**src/rtl/xing_pkg.sv**
```systemverilog
package xing_pkg;

    localparam int MEAS_W = 8;
    localparam int THR_W  = 8;
    localparam int N_SRC  = 2;

    typedef enum logic {
        SRC_VOLT = 1'b0,
        SRC_CURR = 1'b1
    } src_e;

    typedef enum logic {
        DIR_RISE = 1'b0,
        DIR_FALL = 1'b1
    } dir_e;

    typedef struct packed {
        logic hist_vld;
        logic above;
        logic sel;
        logic dir;
        logic evt;
    } trk_state_t;

endpackage

```
**src/rtl/xing_mag.sv**
```systemverilog
module xing_mag #(
    parameter int IN_W = 8
) (
    input  logic signed [IN_W-1:0] din,
    output logic        [IN_W-2:0] mag
);
    localparam logic [IN_W-1:0] MOST_NEG = {1'b1, {(IN_W-1){1'b0}}};

    logic [IN_W-1:0] neg_v;

    always_comb begin
        neg_v = -din;
        if (!din[IN_W-1]) begin
            mag = din[IN_W-2:0];
        end else if (din == MOST_NEG) begin
            mag = '1;
        end else begin
            mag = neg_v[IN_W-2:0];
        end
    end

    always_comb begin
        if (din == MOST_NEG) begin
            a_sat_r7: assert (mag == {(IN_W-1){1'b1}});
        end
    end

endmodule

```
**src/rtl/xing_track.sv**
```systemverilog
module xing_track
    import xing_pkg::*;
(
    input  logic clk,
    input  logic rst_n,
    input  logic valid_i,
    input  logic sel_i,
    input  logic dir_i,
    input  logic above_i,
    output logic evt_o
);
    trk_state_t st_d, st_q;
    logic       cfg_chg;

    always_comb begin
        cfg_chg = (sel_i != st_q.sel) || (dir_i != st_q.dir);
        st_d     = st_q;
        st_d.sel = sel_i;
        st_d.dir = dir_i;
        st_d.evt = 1'b0;
        if (cfg_chg) begin
            st_d.hist_vld = 1'b0;
        end
        if (valid_i) begin
            st_d.above    = above_i;
            st_d.hist_vld = 1'b1;
            if (!cfg_chg && st_q.hist_vld) begin
                if (dir_i == DIR_FALL) begin
                    st_d.evt = st_q.above && !above_i;
                end else begin
                    st_d.evt = !st_q.above && above_i;
                end
            end
        end
    end

    always_ff @(posedge clk or negedge rst_n) begin
        if (!rst_n) begin
            st_q <= '{hist_vld: 1'b0, above: 1'b0, sel: SRC_VOLT,
                      dir: DIR_RISE, evt: 1'b0};
        end else begin
            st_q <= st_d;
        end
    end

    assign evt_o = st_q.evt;

    p_evt_needs_valid_r6: assert property (@(posedge clk) disable iff (!rst_n)
        st_q.evt |-> $past(valid_i));

    p_single_pulse_r10: assert property (@(posedge clk) disable iff (!rst_n)
        st_q.evt |=> !st_q.evt);

    p_cfg_quiet_r9: assert property (@(posedge clk) disable iff (!rst_n)
        (valid_i && ((sel_i != st_q.sel) || (dir_i != st_q.dir))) |=> !st_q.evt);

    p_first_quiet_r11: assert property (@(posedge clk) disable iff (!rst_n)
        (valid_i && !st_q.hist_vld) |=> !st_q.evt);

    p_rise_side_r4: assert property (@(posedge clk) disable iff (!rst_n)
        (st_q.evt && (st_q.dir == DIR_RISE)) |-> st_q.above);

    p_fall_side_r5: assert property (@(posedge clk) disable iff (!rst_n)
        (st_q.evt && (st_q.dir == DIR_FALL)) |-> !st_q.above);

endmodule

```
**src/rtl/xing_detect.sv**
```systemverilog
module xing_detect
    import xing_pkg::*;
#(
    parameter int DATA_W = MEAS_W,
    parameter int TH_W   = THR_W
) (
    input  logic              clk,
    input  logic              rst_n,
    input  logic              meas_valid,
    input  logic [DATA_W-1:0] volt_meas,
    input  logic [DATA_W-1:0] curr_meas,
    input  logic              src_sel,
    input  logic [TH_W-1:0]   thresh,
    input  logic              dir_fall,
    output logic              cross_evt
);
    localparam int MAG_W = DATA_W - 1;
    localparam int CMP_W = (MAG_W > TH_W) ? MAG_W : TH_W;

    logic [DATA_W-1:0] src_raw [N_SRC];
    logic [MAG_W-1:0]  src_mag [N_SRC];
    logic [MAG_W-1:0]  sel_mag;
    logic [CMP_W-1:0]  mag_ext;
    logic [CMP_W-1:0]  thr_ext;
    logic              above;

    assign src_raw[SRC_VOLT] = volt_meas;
    assign src_raw[SRC_CURR] = curr_meas;

    for (genvar g = 0; g < N_SRC; g++) begin : g_mag
        xing_mag #(.IN_W(DATA_W)) u_mag (
            .din (src_raw[g]),
            .mag (src_mag[g])
        );
    end

    always_comb begin
        sel_mag = src_sel ? src_mag[SRC_CURR] : src_mag[SRC_VOLT];
        mag_ext = CMP_W'(sel_mag);
        thr_ext = CMP_W'(thresh);
        above   = mag_ext > thr_ext;
    end

    xing_track u_track (
        .clk     (clk),
        .rst_n   (rst_n),
        .valid_i (meas_valid),
        .sel_i   (src_sel),
        .dir_i   (dir_fall),
        .above_i (above),
        .evt_o   (cross_evt)
    );

    p_reset_quiet_r1: assert property (@(posedge clk) disable iff (!rst_n)
        $rose(rst_n) |-> !cross_evt);

endmodule

```
**config.mk**
```make
export PLATFORM = sky130hd
export DESIGN_NAME = xing_detect
export DESIGN_NICKNAME = d
export VERILOG_FILES = /design/src/rtl/xing_pkg.sv /design/src/rtl/xing_mag.sv /design/src/rtl/xing_track.sv /design/src/rtl/xing_detect.sv
export SDC_FILE = /design/constraint.sdc
export NUM_CORES = 1
export LEC_CHECK = 0
export ABC_AREA = 1
export CORE_MARGIN = 1.5
export CORE_UTILIZATION = 50
export DETAILED_ROUTE_END_ITERATION = 6
export DONT_BUFFER_PORTS = 1
export REMOVE_ABC_BUFFERS = 1
export SLEW_MARGIN = 5
export SYNTH_ARGS = -nofsm -noshare
export SYNTH_HDL_FRONTEND = slang
export SYNTH_SLANG_ARGS = --single-unit
```
**constraint.sdc**
```tcl
create_clock -name clk -period 2.35 [get_ports clk]
set_clock_uncertainty 0.1 [all_clocks]
set_input_delay 0.235 -clock clk [delete_from_list [all_inputs] [get_ports clk]]
set_output_delay 0.235 -clock clk [all_outputs]
set_load 0.02 [all_outputs]
```
### Yosys cells after proc, flatten, opt, wreduce, memory -nomap -nowiden

Cells that the tools add are included.

| operators by class | value |
|---|---|
| $add $sub $neg | 2 |
| magnitude comparators | 1 |
| eq/ne operators | 4 |
| muxes and demuxes | 10 |
| reduce and logical (&&, ||, !) cells | 8 |

Operators with widths:

| operator | number |
|---|---|
| 7-bit 2-to-1 mux | 5 |
| 8-bit equality test, second input constant | 2 |
| 7-bit negation | 2 |
| 7-bit by 8-bit greater-than comparator with 1-bit output | 1 |
| 1-bit 2-to-1 mux | 4 |
| 1-bit logical AND | 3 |
| 1-bit zero test | 3 |
| 2-bit 2-to-1 mux | 1 |
| 1-bit inequality test | 2 |
| 2-bit nonzero test | 1 |
| 1-bit logical OR | 1 |

| storage, ports and cells | value |
|---|---|
| bits in registers | 5 |
| input port bits | 29 |
| output and inout bits | 1 |
| word-level logic and storage cells | 30 |

### Longest topological paths before layout

Gate-level depths: netlist (run 1).

| depth | value |
|---|---|
| depth in word-level cells | 10 |
| depth in mapped cells | 18 |
| depth with buffers taken out | 18 |

### By module

A second synthesis (run 1) with hierarchy kept.

| unflattened totals | value |
|---|---|
| cells, all modules | 151 |
| area, all modules | 1012.2 sq um |

Modules (own cells, without submodules):

| module | times used | cells an instance | area an instance (sq um) |
|---|---|---|---|
| xing_mag | 2 | 40 | 231.5 |
| xing_detect | 1 | 44 | 324.1 |
| xing_track | 1 | 27 | 225.2 |

### Least setup slack after synthesis (run 1)

OpenSTA, ideal clock, no wires.

| timing path | value |
|---|---|
| path kind | in2reg |
| from | input port curr_meas[0] |
| to | register u_track.st_q (netlist bit u_track.evt_o) |
| library setup time | 0.119 ns |
| data arrival time | 1.741 ns |
| path slack | 0.390 ns |
| stages | 14 |
| buffers on the path | 0 |
| cells stage by stage | inv_1 -> ha_1 -> nand4_4 -> o21ai_4 -> nor2_1 -> nand2_1 -> nand2_1 -> inv_1 -> ha_1 -> nand2_1 -> nor3_1 -> nand4_1 -> a21oi_1 -> nor2_1 |

RTL lines:

| item | RTL line | text |
|---|---|---|
| start: declaration | xing_detect.sv:11 | `input logic [DATA_W-1:0] curr_meas,` |
| end signal: assignment | xing_track.sv:39 | `st_q <= '{hist_vld: 1'b0, above: 1'b0, sel: SRC_VOLT,` |
| end signal: assignment | xing_track.sv:42 | `st_q <= st_d;` |
| end: declaration | xing_track.sv:12 | `trk_state_t st_d, st_q;` |

==> run summary, run 1 <==
Starting Density -> 53.94%
Post-CTS sizing -> 0
Die area -> 0.001896 mm²
Rows -> 14
Reg2reg setup slack -> 1290 ps
Arrival time worst endpoint -> 2010 ps
Post-synth cell types -> 21
Worst Setup Slack, final -> 363.7 ps
Multi-input logic area -> 580.6 µm²
Share of layout cells above drive strength 1 -> 11.35%
H-tree levels -> 1
Top cell type's share of synthesized area -> 15.22%
# IOs -> 30
CP Class -> input pin to register
Mean Syn Cell Area -> 6.135 µm²
P_leak -> 0.5172 nW
Register area -> 125.1 µm²
CTS Root Cell -> clkbuf_4
VDD IR max -> 0.0001804 V
Sequential share of the synthesized area -> 15.22%
Synth warn -> 0
PD cells -> 364.0 mW/mm²
Die W -> 43.55 µm
Cell accounting for the most synthesized area -> dfrtp_1
DR WL/cell -> 10.51 µm
Routed Antenna Nets -> 0
Cts bufs inserted -> 3
Vias in the first global route -> 775
Area grow syn2layout -> 9.285%
Max_slew headroom -> 83.36%
Global-route wire length before repair -> 2.932 mm
Core area -> 0.001524 mm²
Worst hold margin -> 35.30 ps
Routed wire length -> 1.650 mm
Clock latency on the worst-skew pair -> 240 ps
Period minus WS final -> 1986 ps
Pin count of the biggest net entering global routing -> 7
Max-cap violations -> 0
Placer Congestion -> 0.8669
DR DRC count -> 0
Clock sink total -> 5
DP Wirelength -> 1.426 mm
CTS tree -> built
RSZ-0062 raised after global routing -> no
Area of the mapped netlist -> 822.0 µm²
Final setup viols -> 0
Post-Place Worst Slack -> 159.7 ps
Total number of vias -> 792
Crit start category -> input pin
Critical path endpoint category -> register
Final Hold Vio Count -> 0
# fillers -> 157
Iter 0 DRT Violations -> 18
Port-buffer cells -> 0
Worst r2r path cells -> 4
Required @ worst endpoint -> 2370 ps
Pre-Repair DR Iteration Count -> 4
Worst R2R Start -> u_track.st_q[3]$_DFFE_PN0P_
Vias per Instance -> 5.045
Initial antenna violation count -> 0
Critical R2R Capture -> u_track.evt_o$_DFF_PN0_
Main area contributors after synthesis -> dfrtp_1, ha_1, nand2_1
Outcome -> completed
Die boundary height -> 43.55 µm
Gr ovfl total -> 0
Worst slew pin tran -> 248.6 ps
Max-slew violations -> 0
#FFs+latches synth -> 5
ANT cells -> 0
Hold EP -> u_track.st_q[4]$_DFFE_PN0P_
Util after Layout -> 58.95%
Gr usage total -> 20.12%
Hold Startpoint -> meas_valid
Worst Hold Depth -> 2
Clk pin slew, worst setup/hold paths -> 40 ps
Mapped Cells -> 134
Setup_tns -> 0 ps
Nets@finish -> 180
F_max -> 503.4 MHz
Clk buf depth -> 2
Largest fanout on the critical path -> 3
Min-Delay Path Class -> input pin to register
Pwr Total -> 327.0 µW
Final period util -> 84.53%
[worst max-delay path, stage by stage]
cell	delay (ps)
inv_1	50
ha_1	230
nand3_1	120
a21o_1	160
a21oi_1	180
nor2_1	70
ha_1	270
nand2_1	40
nor3_1	190
nand4_1	180
a21oi_1	200
nor2_1	70
[flip-flops by register name (all words and copies together), names as in the netlist]
signal	flops
u_track.st_q	4
u_track.evt_o	1
[synth_stat cells (all sizes together)]
master / instances
nor3: 2
xor2: 3
or2: 3
o21ai: 5
ha: 9
o22ai: 1
nand2: 30
o211ai: 1
nand3: 15
inv: 31
a21o: 1
nor2: 17
nand4: 3
xnor2: 3
a21oi: 4
a22oi: 1
dfrtp: 5
[layer usage]
metal  vias to the layer above  routed length, µm  GRT usage, %
li1                        436                  -             -
met1                       336                834         27.74
met2                        20                749         31.47
met5                         -                  0             0
met3                         0                 66         4.583
met4                         0                  0         5.455
[cell usage in the layout, fill, tap and decap left out]
master	n
nand2_1	30
inv_1	24
nor2_1	17
nand3_1	15
ha_1	9
inv_2	7
dfrtp_1	5
a21oi_1	4
xnor2_1	3
o21ai_1	3
xor2_1	3
clkbuf_4	3
dlygate4sd3_1	3
or2_4	2
nand4_1	2
o21ai_4	2
nor3_1	2
a21o_1	1
nand4_4	1
o211ai_1	1
o22ai_1	1
a22oi_1	1
or2_2	1
clkbuf_1	1
[worst max-delay path by stage]
stage / slack [ps] / cells after the start / start / to
detailed placement: 160 / 12 / curr_meas[0] / u_track.evt_o$_DFF_PN0_
CTS: 380 / 12 / curr_meas[0] / u_track.evt_o$_DFF_PN0_
global placement: 190 / 12 / curr_meas[0] / u_track.evt_o$_DFF_PN0_
floorplan: 390 / 14 / curr_meas[0] / u_track.evt_o$_DFF_PN0_
global route: 150 / 12 / curr_meas[0] / u_track.evt_o$_DFF_PN0_
finish: 360 / 12 / curr_meas[0] / u_track.evt_o$_DFF_PN0_
[final cells by class]
cell class,count,share of cell area [%]
Clock buffer,4,2.925
Inverter,31,12.95
Multi-Input combinational cell,98,64.62
Sequential cell,5,13.93
Tap cell,16,2.228
Timing Repair Buffer,3,3.343
[power by group]
group | switching [mW] | leakage, nW | internal, mW
clock network | 0.0319 | 0.0150 | 0.0640
logic | 0.0766 | 0.441 | 0.0580
registers | 0.00388 | 0.0616 | 0.0927
total | 0.112 | 0.517 | 0.215
[cells by family after synthesis]
| family | synth area share (%) |
|---|---|
| compound gates | 11.72 |
| xor+xnor | 6.394 |
| fa+ha+maj | 13.70 |
| buf+inv | 14.16 |
| flops | 15.22 |
| simple gates | 38.81 |
[per-stage QoR]
step,cells,instance area [µm²]
2_1_floorplan,134,822.0
3_3_place_gp,150,842.1
3_5_place_dp,150,842.1
4_1_cts,157,898.4
5_1_grt,157,898.4
6_report,157,898.4
[repair_timing]
action	CTS	global route
setup endpoints to repair	0	0
hold endpoints to repair	7	0
hold buffers	3	0
setup buffers	0	0
No activity file was read; power rests on OpenSTA's default activity.
==> inputs of run 2 (changes only) <==
--- a/config.mk
+++ b/config.mk
@@ -10,6 +10,7 @@
 export CORE_UTILIZATION = 50
 export DETAILED_ROUTE_END_ITERATION = 6
 export DONT_BUFFER_PORTS = 1
+export PLACE_DENSITY = 0.68
 export REMOVE_ABC_BUFFERS = 1
 export SLEW_MARGIN = 5
 export SYNTH_ARGS = -nofsm -noshare
==> constraint.sdc (replaced) <==
create_clock -name clk -period 1.8 [get_ports clk]
set_clock_uncertainty 0.1 [all_clocks]
set_input_delay 0.18 -clock clk [delete_from_list [all_inputs] [get_ports clk]]
set_output_delay 0.18 -clock clk [all_outputs]
set_load 0.02 [all_outputs]
==> run 2 against run 1 <==
  * Via count grew 18%
  * Largest power group unchanged
  * Critical path type unchanged
  * Routed wire length rose by 40%
  * Register-to-register slack got worse by 550 ps
  * Non-clock buffer count is 19 higher
  * Sequential share of layout area down 3.3 points
  * Cell count rose by 12%
  * Total power rose by 56%
  * Critical path depth increased by 4
  * Clock power grew 31%
  * Core utilization up 18 points
  * Critical endpoint unchanged
  * Global-route usage increased by 2.5 points
  * Design area grew 31%
==> run summary, run 2 (synthesis results as in run 1) <==
Cts bufs inserted -> 3 (unchanged)
Area grow syn2layout -> 43.07%
Iter 0 DRT Violations -> 11 (-7)
CTS Root Cell -> clkbuf_4
VDD IR max -> 0.0002569 V (+42%)
Pin count of the biggest net entering global routing -> 7 (unchanged)
Clk pin slew, worst setup/hold paths -> 40 ps (about the same)
Largest fanout on the critical path -> 3 (unchanged)
Core area -> 0.001524 mm² (unchanged)
Initial antenna violation count -> 0 (unchanged)
Commonest non-fill, non-tap cell in the layout -> nand2_1
Vias per Instance -> 5.313 (+5.3%)
Gr usage total -> 22.63% (+2.5 points)
Crit start category -> input pin
Die boundary height -> 43.55 µm (unchanged)
DP Wirelength -> 1.663 mm (+17%)
Global-route wire length before repair -> 3.270 mm (+12%)
CP Class -> input pin to register
Pwr Total -> 511.0 µW (+56%)
F_max -> 565.4 MHz
DR DRC count -> 0 (unchanged)
Worst Hold Depth -> 3 (+1)
Period minus WS final -> 1769 ps
Design area -> 0.001176 mm² (+31%)
Max-cap violations -> 0 (unchanged)
RSZ-0062 raised after global routing -> yes
Starting Density -> 53.94% (unchanged)
Hold Startpoint -> dir_fall
Rows -> 14 (unchanged)
Outcome -> completed
Worst Setup Slack, final -> 31.39 ps (-332.3 ps)
Min-Delay Path Class -> input pin to register
Die area -> 0.001896 mm² (unchanged)
Placement Cell Area -> 954.7 µm² (+13%)
Worst r2r path cells -> 4 (unchanged)
Max reg flops -> 4 (unchanged)
Critical R2R Capture -> u_track.evt_o$_DFF_PN0_
Final period util -> 98.26%
Critical path endpoint category -> register
Nets@finish -> 199 (+11%)
Gr ovfl total -> 0 (unchanged)
PD cells -> 434.5 mW/mm² (+19%)
Most flop-heavy register -> u_track.st_q
Max-slew violations -> 0 (unchanged)
Routed Antenna Nets -> 0 (unchanged)
Pre-Repair DR Iteration Count -> 4 (unchanged)
DR WL/cell -> 13.10 µm (+25%)
Clk buf depth -> 2 (unchanged)
CTS tree -> built
Routed wire length -> 2.305 mm (+40%)
Post-Place Worst Slack -> -305.0 ps (-464.7 ps)
Worst R2R Start -> u_track.st_q[3]$_DFFE_PN0P_
Vias in the first global route -> 853 (+10%)
Placer Congestion -> 0.8288 (-4.4%)
Hold EP -> u_track.st_q[4]$_DFFE_PN0P_
Max_slew headroom -> 84.54% (+1.2 points)
Setup_tns -> 0 ps (unchanged)
# IOs -> 30 (unchanged)
H-tree levels -> 1 (unchanged)
Final setup viols -> 0 (unchanged)
Worst slew pin tran -> 231.0 ps (-17.58 ps)
Commonest cells after routing, fill and taps aside -> nand2_1, inv_1, buf_4, nor2_1, nand3_1
Total number of vias -> 935 (+18%)
Worst hold margin -> 68.23 ps (+32.92 ps)
Required @ worst endpoint -> 1870 ps (-500 ps)
Reg2reg setup slack -> 740 ps (-550 ps)
Clock sink total -> 5 (unchanged)
Arrival time worst endpoint -> 1840 ps (-170 ps)
ANT cells -> 0 (unchanged)
Die W -> 43.55 µm (unchanged)
Final Hold Vio Count -> 0 (unchanged)
Share of layout cells above drive strength 1 -> 38.75% (+27 points)
P_leak -> 0.6246 nW (+21%)
Port-buffer cells -> 0 (unchanged)
Clock latency on the worst-skew pair -> 240 ps (about the same)
## run 2: power by group
group | switching (mW) | total [mW] | internal (mW)
combinational | 0.134 | 0.258 | 0.124
sequential | 0.00548 | 0.126 | 0.121
clock | 0.0426 | 0.126 | 0.0836
## run 2: what timing repair did
action,4_1_cts,5_1_grt
pin swaps,13,23
hold buffers,4,0
gates cloned,0,0
setup endpoints to repair,2,2
resized for setup,9,27
hold endpoints to repair,9,0
buffers inserted,3,0
## run 2: worst max-delay path, cell delays in order
cell and delay [ps]:
inv_8 20, ha_4 150, nand4_1 140, buf_4 140, nand2_2 40, nand2_2 80, nand3_2 70, nand2_2 70
inv_2 50, ha_4 250, inv_2 30, nor3_2 190, nand4_1 170, nand3_1 120, nand2_1 50, nor2_1 90
## run 2: area by class of cell
cell class	count	area (µm²)
clock buffers	4	26.28
fillers	133	347.8
inverters	31	128.9
multi-input cells	98	696.9
flip-flops and latches	5	125.1
well taps	16	20.02
repair buffers	22	178.9
## run 2: routing by layer
metal | global-route usage, % | vias to the layer above | part of all wire, % | routed length (µm)
met3 | 3.750 | 4 | 4.7 | 109
met5 | 0 | - | 0 | 0
met2 | 41.47 | 35 | 54 | 1251
li1 | - | 474 | - | -
met4 | 5.455 | 0 | 0.91 | 21
met1 | 27.11 | 422 | 40 | 922
## run 2: metrics by stage
| step | std cells | utilization (%) |
|---|---|---|
| after floorplan | 134 | - |
| after global placement | 165 | 62.64 |
| after detailed placement | 165 | 62.64 |
| after CTS | 176 | 70.85 |
| after global routing | 176 | 77.18 |
| final | 176 | 77.18 |
## run 2: worst max path at each step
stage / from / endpoint / slack (ps)
after floorplan: curr_meas[0] / u_track.evt_o$_DFF_PN0_ / -100
after global placement: volt_meas[0] / u_track.evt_o$_DFF_PN0_ / -260
after detailed placement: volt_meas[0] / u_track.evt_o$_DFF_PN0_ / -310
after CTS: curr_meas[0] / u_track.evt_o$_DFF_PN0_ / 6
after global routing: curr_meas[1] / u_track.evt_o$_DFF_PN0_ / -70
final: volt_meas[0] / u_track.evt_o$_DFF_PN0_ / 30
